==> src/rtl/nand_erase_pkg.sv <==
package nand_erase_pkg;

    typedef enum logic [3:0] {
        ST_IDLE,
        ST_SETUP_CMD,
        ST_ROW_ADDR,
        ST_CONFIRM,
        ST_WAIT_RB,
        ST_STAT_CMD,
        ST_STAT_READ,
        ST_DONE
    } seq_state_t;

    typedef enum logic [1:0] {
        CYC_CMD,
        CYC_ADDR,
        CYC_READ
    } bus_kind_t;

    typedef enum logic [1:0] {
        PH_IDLE,
        PH_SETUP,
        PH_LOW,
        PH_HOLD
    } phase_t;

    localparam logic [7:0] OP_ERASE_SETUP = 8'h60;
    localparam logic [7:0] OP_ERASE_GO    = 8'hD0;
    localparam logic [7:0] OP_READ_STATUS = 8'h70;

endpackage

==> src/rtl/nand_bus_cycle.sv <==
module nand_bus_cycle
    import nand_erase_pkg::*;
#(
    parameter int T_SETUP   = 2,
    parameter int T_WE_LOW  = 3,
    parameter int T_WE_HIGH = 2
) (
    input  logic       clk,
    input  logic       rst_n,
    input  logic       go,
    input  bus_kind_t  kind,
    input  logic [7:0] wdata,
    input  logic [7:0] dq_i,
    output logic       cle,
    output logic       ale,
    output logic       we_n,
    output logic       re_n,
    output logic [7:0] dq_o,
    output logic       dq_oe,
    output logic       fin,
    output logic [7:0] rdata
);

    localparam int TMAX = (T_SETUP > T_WE_LOW) ?
                          ((T_SETUP > T_WE_HIGH) ? T_SETUP : T_WE_HIGH) :
                          ((T_WE_LOW > T_WE_HIGH) ? T_WE_LOW : T_WE_HIGH);
    localparam int CW = $clog2(TMAX + 1);

    phase_t        phase;
    logic [CW-1:0] cnt;
    bus_kind_t     kind_q;
    logic [7:0]    data_q;

    always_ff @(posedge clk or negedge rst_n) begin
        if (!rst_n) begin
            phase  <= PH_IDLE;
            cnt    <= '0;
            kind_q <= CYC_CMD;
            data_q <= '0;
            rdata  <= '0;
        end else begin
            unique case (phase)
                PH_IDLE: begin
                    if (go) begin
                        phase  <= PH_SETUP;
                        cnt    <= CW'(T_SETUP - 1);
                        kind_q <= kind;
                        data_q <= wdata;
                    end
                end
                PH_SETUP: begin
                    if (cnt == '0) begin
                        phase <= PH_LOW;
                        cnt   <= CW'(T_WE_LOW - 1);
                    end else begin
                        cnt <= cnt - 1'b1;
                    end
                end
                PH_LOW: begin
                    if (cnt == '0) begin
                        phase <= PH_HOLD;
                        cnt   <= CW'(T_WE_HIGH - 1);
                        if (kind_q == CYC_READ) rdata <= dq_i;
                    end else begin
                        cnt <= cnt - 1'b1;
                    end
                end
                PH_HOLD: begin
                    if (cnt == '0) phase <= PH_IDLE;
                    else           cnt   <= cnt - 1'b1;
                end
                default: phase <= PH_IDLE;
            endcase
        end
    end

    logic active;
    always_comb begin
        active = (phase != PH_IDLE);
        cle    = active && (kind_q == CYC_CMD);
        ale    = active && (kind_q == CYC_ADDR);
        dq_oe  = active && (kind_q != CYC_READ);
        dq_o   = dq_oe ? data_q : 8'h00;
        we_n   = !((phase == PH_LOW) && (kind_q != CYC_READ));
        re_n   = !((phase == PH_LOW) && (kind_q == CYC_READ));
        fin    = (phase == PH_HOLD) && (cnt == '0);
    end

    // the two strobes never overlap
    assert_strobe_excl_R11: assert property (@(posedge clk) disable iff (!rst_n)
        !(!we_n && !re_n));

    // a write strobe is only ever low while data is being driven
    assert_we_with_data_R3: assert property (@(posedge clk) disable iff (!rst_n)
        !we_n |-> dq_oe);

    // a latch enable first rises while the write strobe is still high
    assert_latch_setup_R3: assert property (@(posedge clk) disable iff (!rst_n)
        $rose(cle || ale) |-> we_n);

endmodule

==> src/rtl/nand_row_bytes.sv <==
module nand_row_bytes #(
    parameter int ROW_CYCLES = 3,
    parameter int LAST_BITS  = 2,
    parameter int PAGE_BITS  = 5,
    localparam int ROW_W     = 8 * (ROW_CYCLES - 1) + LAST_BITS,
    localparam int BLK_W     = ROW_W - PAGE_BITS
) (
    input  logic [BLK_W-1:0]            blk,
    output logic [ROW_CYCLES-1:0][7:0]  bytes
);

    logic [ROW_W-1:0] row;
    assign row = {blk, {PAGE_BITS{1'b0}}};

    for (genvar g = 0; g < ROW_CYCLES; g++) begin : g_byte
        if (g < ROW_CYCLES - 1) begin : g_full
            assign bytes[g] = row[8*g +: 8];
        end else if (LAST_BITS == 8) begin : g_last_full
            assign bytes[g] = row[8*g +: 8];
        end else begin : g_last_part
            assign bytes[g] = {{(8 - LAST_BITS){1'b0}}, row[8*g +: LAST_BITS]};
        end
    end

endmodule

==> src/rtl/nand_rb_timer.sv <==
module nand_rb_timer #(
    parameter int T_WB    = 4,
    parameter int TIMEOUT = 1000
) (
    input  logic clk,
    input  logic rst_n,
    input  logic run,
    output logic settle_ok,
    output logic expired
);

    localparam int CW = $clog2(TIMEOUT + 1);

    logic [CW-1:0] cnt;

    always_ff @(posedge clk or negedge rst_n) begin
        if (!rst_n)                          cnt <= '0;
        else if (!run)                       cnt <= '0;
        else if (cnt != CW'(TIMEOUT - 1))    cnt <= cnt + 1'b1;
    end

    always_comb begin
        settle_ok = run && (cnt >= CW'(T_WB - 1));
        expired   = run && (cnt == CW'(TIMEOUT - 1));
    end

    // the wait can only expire after the settling window has elapsed
    assert_expire_after_settle_R9: assert property (@(posedge clk) disable iff (!rst_n)
        expired |-> settle_ok);

endmodule

==> src/rtl/nand_erase_seq.sv <==
module nand_erase_seq
    import nand_erase_pkg::*;
#(
    parameter int ROW_CYCLES = 3,
    parameter int LAST_BITS  = 2,
    parameter int PAGE_BITS  = 5,
    parameter int T_SETUP    = 2,
    parameter int T_WE_LOW   = 3,
    parameter int T_WE_HIGH  = 2,
    parameter int T_WB       = 4,
    parameter int TIMEOUT    = 1000,
    localparam int BLK_W     = 8 * (ROW_CYCLES - 1) + LAST_BITS - PAGE_BITS
) (
    input  logic             clk,
    input  logic             rst_n,
    input  logic             start,
    input  logic [BLK_W-1:0] blk_addr,
    output logic             busy,
    output logic             done,
    output logic             error,
    output logic             nand_ce_n,
    output logic             nand_cle,
    output logic             nand_ale,
    output logic             nand_we_n,
    output logic             nand_re_n,
    output logic [7:0]       nand_dq_o,
    output logic             nand_dq_oe,
    input  logic [7:0]       nand_dq_i,
    input  logic             nand_rb
);

    localparam int AW = (ROW_CYCLES > 1) ? $clog2(ROW_CYCLES) : 1;
    localparam logic [AW-1:0] LAST_IDX = AW'(ROW_CYCLES - 1);

    seq_state_t state, state_n;
    logic       go_q, go_n;
    logic [AW-1:0]   addr_idx;
    logic [BLK_W-1:0] blk_q;
    logic       error_q;

    logic [ROW_CYCLES-1:0][7:0] row_bytes;
    bus_kind_t  cyc_kind;
    logic [7:0] cyc_data;
    logic       cyc_fin;
    logic [7:0] stat_byte;
    logic       tmr_settle, tmr_expired;

    nand_row_bytes #(
        .ROW_CYCLES (ROW_CYCLES),
        .LAST_BITS  (LAST_BITS),
        .PAGE_BITS  (PAGE_BITS)
    ) u_rows (
        .blk   (blk_q),
        .bytes (row_bytes)
    );

    nand_bus_cycle #(
        .T_SETUP   (T_SETUP),
        .T_WE_LOW  (T_WE_LOW),
        .T_WE_HIGH (T_WE_HIGH)
    ) u_cycle (
        .clk   (clk),
        .rst_n (rst_n),
        .go    (go_q),
        .kind  (cyc_kind),
        .wdata (cyc_data),
        .dq_i  (nand_dq_i),
        .cle   (nand_cle),
        .ale   (nand_ale),
        .we_n  (nand_we_n),
        .re_n  (nand_re_n),
        .dq_o  (nand_dq_o),
        .dq_oe (nand_dq_oe),
        .fin   (cyc_fin),
        .rdata (stat_byte)
    );

    nand_rb_timer #(
        .T_WB    (T_WB),
        .TIMEOUT (TIMEOUT)
    ) u_timer (
        .clk       (clk),
        .rst_n     (rst_n),
        .run       (state == ST_WAIT_RB),
        .settle_ok (tmr_settle),
        .expired   (tmr_expired)
    );

    wire unused_stat_hi = ^stat_byte[7:1];

    // next-state decode
    always_comb begin
        state_n = state;
        go_n    = 1'b0;
        unique case (state)
            ST_IDLE: begin
                if (start) begin
                    state_n = ST_SETUP_CMD;
                    go_n    = 1'b1;
                end
            end
            ST_SETUP_CMD: begin
                if (cyc_fin) begin
                    state_n = ST_ROW_ADDR;
                    go_n    = 1'b1;
                end
            end
            ST_ROW_ADDR: begin
                if (cyc_fin) begin
                    go_n = 1'b1;
                    if (addr_idx == LAST_IDX) state_n = ST_CONFIRM;
                end
            end
            ST_CONFIRM: begin
                if (cyc_fin) state_n = ST_WAIT_RB;
            end
            ST_WAIT_RB: begin
                if (tmr_settle && nand_rb) begin
                    state_n = ST_STAT_CMD;
                    go_n    = 1'b1;
                end else if (tmr_expired) begin
                    state_n = ST_DONE;
                end
            end
            ST_STAT_CMD: begin
                if (cyc_fin) begin
                    state_n = ST_STAT_READ;
                    go_n    = 1'b1;
                end
            end
            ST_STAT_READ: begin
                if (cyc_fin) state_n = ST_DONE;
            end
            ST_DONE: state_n = ST_IDLE;
            default: state_n = ST_IDLE;
        endcase
    end

    // state register and sequence bookkeeping
    always_ff @(posedge clk or negedge rst_n) begin
        if (!rst_n) begin
            state    <= ST_IDLE;
            go_q     <= 1'b0;
            addr_idx <= '0;
            blk_q    <= '0;
            error_q  <= 1'b0;
        end else begin
            state <= state_n;
            go_q  <= go_n;
            if (state == ST_IDLE && start) begin
                blk_q    <= blk_addr;
                addr_idx <= '0;
                error_q  <= 1'b0;
            end
            if (state == ST_ROW_ADDR && cyc_fin && addr_idx != LAST_IDX)
                addr_idx <= addr_idx + 1'b1;
            if (state == ST_WAIT_RB && !(tmr_settle && nand_rb) && tmr_expired)
                error_q <= 1'b1;
            if (state == ST_STAT_READ && cyc_fin)
                error_q <= stat_byte[0];
        end
    end

    // outputs and bus-cycle selection
    always_comb begin
        cyc_kind = CYC_CMD;
        cyc_data = 8'h00;
        unique case (state)
            ST_SETUP_CMD: cyc_data = OP_ERASE_SETUP;
            ST_ROW_ADDR: begin
                cyc_kind = CYC_ADDR;
                cyc_data = row_bytes[addr_idx];
            end
            ST_CONFIRM:   cyc_data = OP_ERASE_GO;
            ST_STAT_CMD:  cyc_data = OP_READ_STATUS;
            ST_STAT_READ: cyc_kind = CYC_READ;
            default: ;
        endcase
        busy      = (state != ST_IDLE) && (state != ST_DONE);
        done      = (state == ST_DONE);
        nand_ce_n = !busy;
        error     = error_q;
    end

    // command and address latches are never enabled together
    assert_latch_excl_R11: assert property (@(posedge clk) disable iff (!rst_n)
        !(nand_cle && nand_ale));

    // busy only rises after a start request
    assert_busy_from_start_R2: assert property (@(posedge clk) disable iff (!rst_n)
        $rose(busy) |-> $past(start));

    // chip enable is low whenever the write strobe is low
    assert_ce_under_we_R3: assert property (@(posedge clk) disable iff (!rst_n)
        !nand_we_n |-> !nand_ce_n);

    // done lasts a single clock
    assert_done_pulse_R8: assert property (@(posedge clk) disable iff (!rst_n)
        done |=> !done);

    // high bits of the last address byte are zero while it is latched
    assert_last_addr_zero_R5: assert property (@(posedge clk) disable iff (!rst_n)
        (state == ST_ROW_ADDR && addr_idx == LAST_IDX && !nand_we_n)
            |-> ((nand_dq_o >> LAST_BITS) == 8'h00));

    // a timeout ends the erase with an error on the next clock
    assert_timeout_err_R9: assert property (@(posedge clk) disable iff (!rst_n)
        (state == ST_WAIT_RB && tmr_expired && !nand_rb) |=> (done && error));

    // a start in the done clock does not relaunch the sequence
    assert_ignore_start_R10: assert property (@(posedge clk) disable iff (!rst_n)
        (done && start) |=> !busy);

endmodule

==> config.mk <==
export PLATFORM = sky130hd
export DESIGN_NAME = nand_erase_seq
export DESIGN_NICKNAME = d
export VERILOG_FILES = /design/src/rtl/nand_erase_pkg.sv /design/src/rtl/nand_bus_cycle.sv /design/src/rtl/nand_row_bytes.sv /design/src/rtl/nand_rb_timer.sv /design/src/rtl/nand_erase_seq.sv
export SDC_FILE = /design/constraint.sdc
export NUM_CORES = 1
export LEC_CHECK = 0
export BUFFER_PORTS_ARGS = -buffer_cell sky130_fd_sc_hd__buf_4
export CAP_MARGIN = 20
export CORE_MARGIN = 2
export CORE_UTILIZATION = 59
export CTS_CLUSTER_DIAMETER = 200
export DETAILED_ROUTE_END_ITERATION = 10
export HOLD_SLACK_MARGIN = 0.02
export PLACE_DENSITY_LB_ADDON = 0.12
export REMOVE_ABC_BUFFERS = 1
export SLEW_MARGIN = 20
export SYNTH_ARGS = -nofsm -noshare
export SYNTH_HDL_FRONTEND = slang
export SYNTH_SLANG_ARGS = --single-unit
export TNS_END_PERCENT = 100
==> constraint.sdc <==
create_clock -name clk -period 2.9 [get_ports clk]
set_input_delay 0.29 -clock clk [delete_from_list [all_inputs] [get_ports clk]]
set_output_delay 0.29 -clock clk [all_outputs]
set_load 0.005 [all_outputs]
==> results.yml <==
cells_and_area:
  sequential_cell_area_um2: 1130
  finalNetCount: 316
  final.fill_count: 289
  most_common_library_cell_in_the_layout_ignoring_fill_and_taps: "nand2_1"
  multiInputGateArea_um2: 1110
  area_growth_pct: 16.2
  layout.cells.most_common_list: "60 x nand2_1, 45 x dfrtp_1, 35 x buf_4"
  antennaDiodeCount: 0
  post_route_cells_drive_above_1_share_pct: 16.0
timing:
  finalSetupViolCount: 0
  worst_slew_pin_slew_ns: 0.550
  totalNegativeSetupSlack_ns: 0
  post-route-min-period_ns: 2.05
  timing.clock.skew_ns: 0.00471
  maxSlewHeadroom_pct: 63.2
  final-max-slew-violation-count: 0
  rsz0062_at_grt: "false"
  post-route-period-util_pct: 70.7
  finalHoldViolations: 0
  highest_clock_frequency_the_design_can_meet_ghz: 0.488
clocking:
  tritoncts.num_buffers: 5
  cts_repair_resize_count: 0
  cts.hold.buffers_added: 1
  cts.path.max_buffers: 2
  post-cts-setup-buffer-count: 0
  clock_sinks: 45
  clkTransAtPathRegs_ns: 0.08
  count_of_h_tree_levels_built_during_cts: 2
  clk-insertion-delay-late_ns: 0.29
  cts_root_buf: "clkbuf_8"
  cts_tree: "built"
route:
  vias: 1807
  postRouteAntennaNets: 0
  drt-pass1-iter-count: 4
  first_iter_violations: 103
  route.final.wire_length_um: 4370
  drc: 0
  vias_per_cell: 5.48
  wl_per_cell_um: 13.2
global_route:
  global_route_wire_length_before_repair_um: 7620
  grt_max_degree: 46
  grt_antenna_before_repair: 0
  track_usage_pct: 22.2
  grt_overflow: 0
  via_count_of_the_first_global_routing_pass: 1763
place:
  numPortBuffers: 34
  dpl.hpwl_um: 3100
  finalWeightedCongestion: 0.851
die:
  design.die.area_um2: 4430
  floorplan.die.width_um: 66.6
  top_level_port_count: 42
  core_box_area_um2: 3720
  initial_utilization_pct: 62.2
  floorplan.die.height_um: 66.6
  rows: 22
synthesis:
  synth_enable_flop_cells: 0
  synth_cell_types: 44
  synth.area.mux_share_pct: 3.30
  syn_area_per_cell_um2: 9.28
  synth_cell_area_um2: 2310
  synth-main-ff-cell: "dfrtp_1"
  synth_fa_ha_area_share_pct: 4.87
  yosysWarningCount: 0
  post_synth_and_or_nand_nor_area_fraction_pct: 25.1
  synthArstFlopShare_pct: 100
  synth-compound-area-share_pct: 11.9
  synthCells: 249
  dominant_combinational_cell_family_by_area_after_synthesis: "simple AND/OR/NAND/NOR gates"
  synth-xor-area-share_pct: 2.65
  synth.yosys.seq_area_share_pct: 48.7
  synth-seq-cells: 45
critical_path:
  rrSetupSlack_ns: 0.98
  path_class: "flop to output port"
  startpoint_type: "flop"
  worstReg2RegEnd: "u_cycle.data_q[2]"
  cp_data_required_time_ns: 2.61
  timing.critical_path.fanout_max: 9
  timing.critical_path.to_type: "output port"
  r2r-start: "u_cycle.phase[0]"
  reg2regPathDepth: 6
  worst-endpoint-arrival_ns: 1.76
power_and_ir_drop:
  p_clk_share_pct: 16.0
  sequential_share_of_power_pct: 42.5
  power.switching_fraction_pct: 37.4
  power.combinational.fraction_pct: 41.5
  cell_internal_power_dissipation_uw: 1480
  power_density_nw_per_um2: 879
  total_power_uw: 2360
  netSwitchingPower_uw: 883
  total_leakage_power_uw: 0.00132
  max-vdd-ir-drop_mv: 0.494
worst_hold_path:
  hold_start: "blk_addr[1]"
  worstHoldPathCells: 3
  worstHoldEndpoint: "blk_q[1]"
  hold_path.class: "input pin to flop"
job:
  drv.max_cap_violation_count: 0
outcome:
  outcome: "complete, no violations"
-- through the flow --
stage | instances | setup WS (ns) | hold WS [ns] | util (%) | instance area [um^2]
6_report | 330 | 0.851 | 0.188 | 72.3 | 2690
5_1_grt | 330 | 0.693 | 0.196 | 72.3 | 2690
4_1_cts | 330 | 0.838 | 0.189 | 72.3 | 2690
3_5_place_dp | 322 | 0.962 | 0.319 | 69.7 | 2590
3_3_place_gp | 322 | 0.970 | 0.320 | 69.7 | 2590
2_1_floorplan | 239 | 1.15 | -0.00559 | - | 2270
-- routing by layer --
metal / track usage, % / vias to the layer above / share of wire [%]
met4: 5.61 / 0 / 0.71
met2: 38.8 / 35 / 47
met5: 0 / - / 0
met1: 28.8 / 851 / 48
met3: 3.55 / 4 / 3.6
li1: - / 917 / -
-- worst max-delay path: stages (launching register included) --
cell	delay, ns
dfrtp_1	0.38
inv_1	0.08
ha_1	0.32
nor2_1	0.39
and2_1	0.19
buf_4	0.11
-- power groups by stage --
stage / Combinational [uW] / Clock (uW) / Sequential, uW
2_1_floorplan: 654 / 0 / 967
3_3_place_gp: 943 / 0 / 1000
3_5_place_dp: 973 / 0 / 1010
4_1_cts: 979 / 381 / 999
5_1_grt: 1110 / 408 / 1040
6_report: 978 / 378 / 1000
-- synthesized netlist by cell type (3+ instances only) --
cell	number	share of area (%)
nor2b_1	5	1.4
nor3_1	8	1.7
o31ai_1	4	1.3
nor2_1	15	2.4
and2_1	11	3.0
nand4_1	3	0.81
nand3_1	5	1.1
inv_1	7	1.1
o21ai_1	6	1.3
dfrtp_1	45	49
ha_1	9	4.9
clkbuf_1	9	1.5
xnor2_1	3	1.1
nand2_1	60	9.7
a21o_1	3	0.97
a21oi_1	8	1.7
xor2_1	4	1.5
mux2_1	5	2.4
o21ai_0	3	0.65
a22o_1	4	1.5
-- cell type report --
type	count	area share, %
tap	48	2.24
timing repair buffer	36	10.2
sequential	45	41.9
multi-input combinational	185	41.2
inverter	9	1.26
clock buffer	7	3.22
-- registers in the layout, indices dropped and copies added, names as in the netlist --
register	count
u_cycle.kind_q	2
error	1
blk_q	13
u_cycle.cnt	2
u_timer.cnt	10
u_cycle.data_q	8
state	3
go_q	1
u_cycle.phase	2
u_cycle.rdata	1
addr_idx	2
-- how the worst max path moves through the flow --
stage,slack [ns],start,endpoint
floorplan,1.15,u_timer.cnt[8],error
global placement,0.97,u_cycle.phase[0],u_cycle.data_q[3]
detailed placement,0.96,u_cycle.phase[0],u_cycle.data_q[2]
CTS,0.84,u_cycle.phase[0],nand_dq_o[7]
global route,0.69,u_cycle.phase[0],nand_dq_o[1]
finish,0.85,u_cycle.phase[0],nand_dq_o[1]
-- logic make-up (layout without fill, tap and decap cells) --
family	after synthesis	in the layout
AOI/OAI and AO/OA	40	40
xor gates and xnor gates	7	7
adders and majority gates	9	9
buffers and inverters	19	52
DFF	45	45
muxes	7	7
and+or+nand+nor	122	122
No activity file was read; power rests on OpenSTA's default activity.
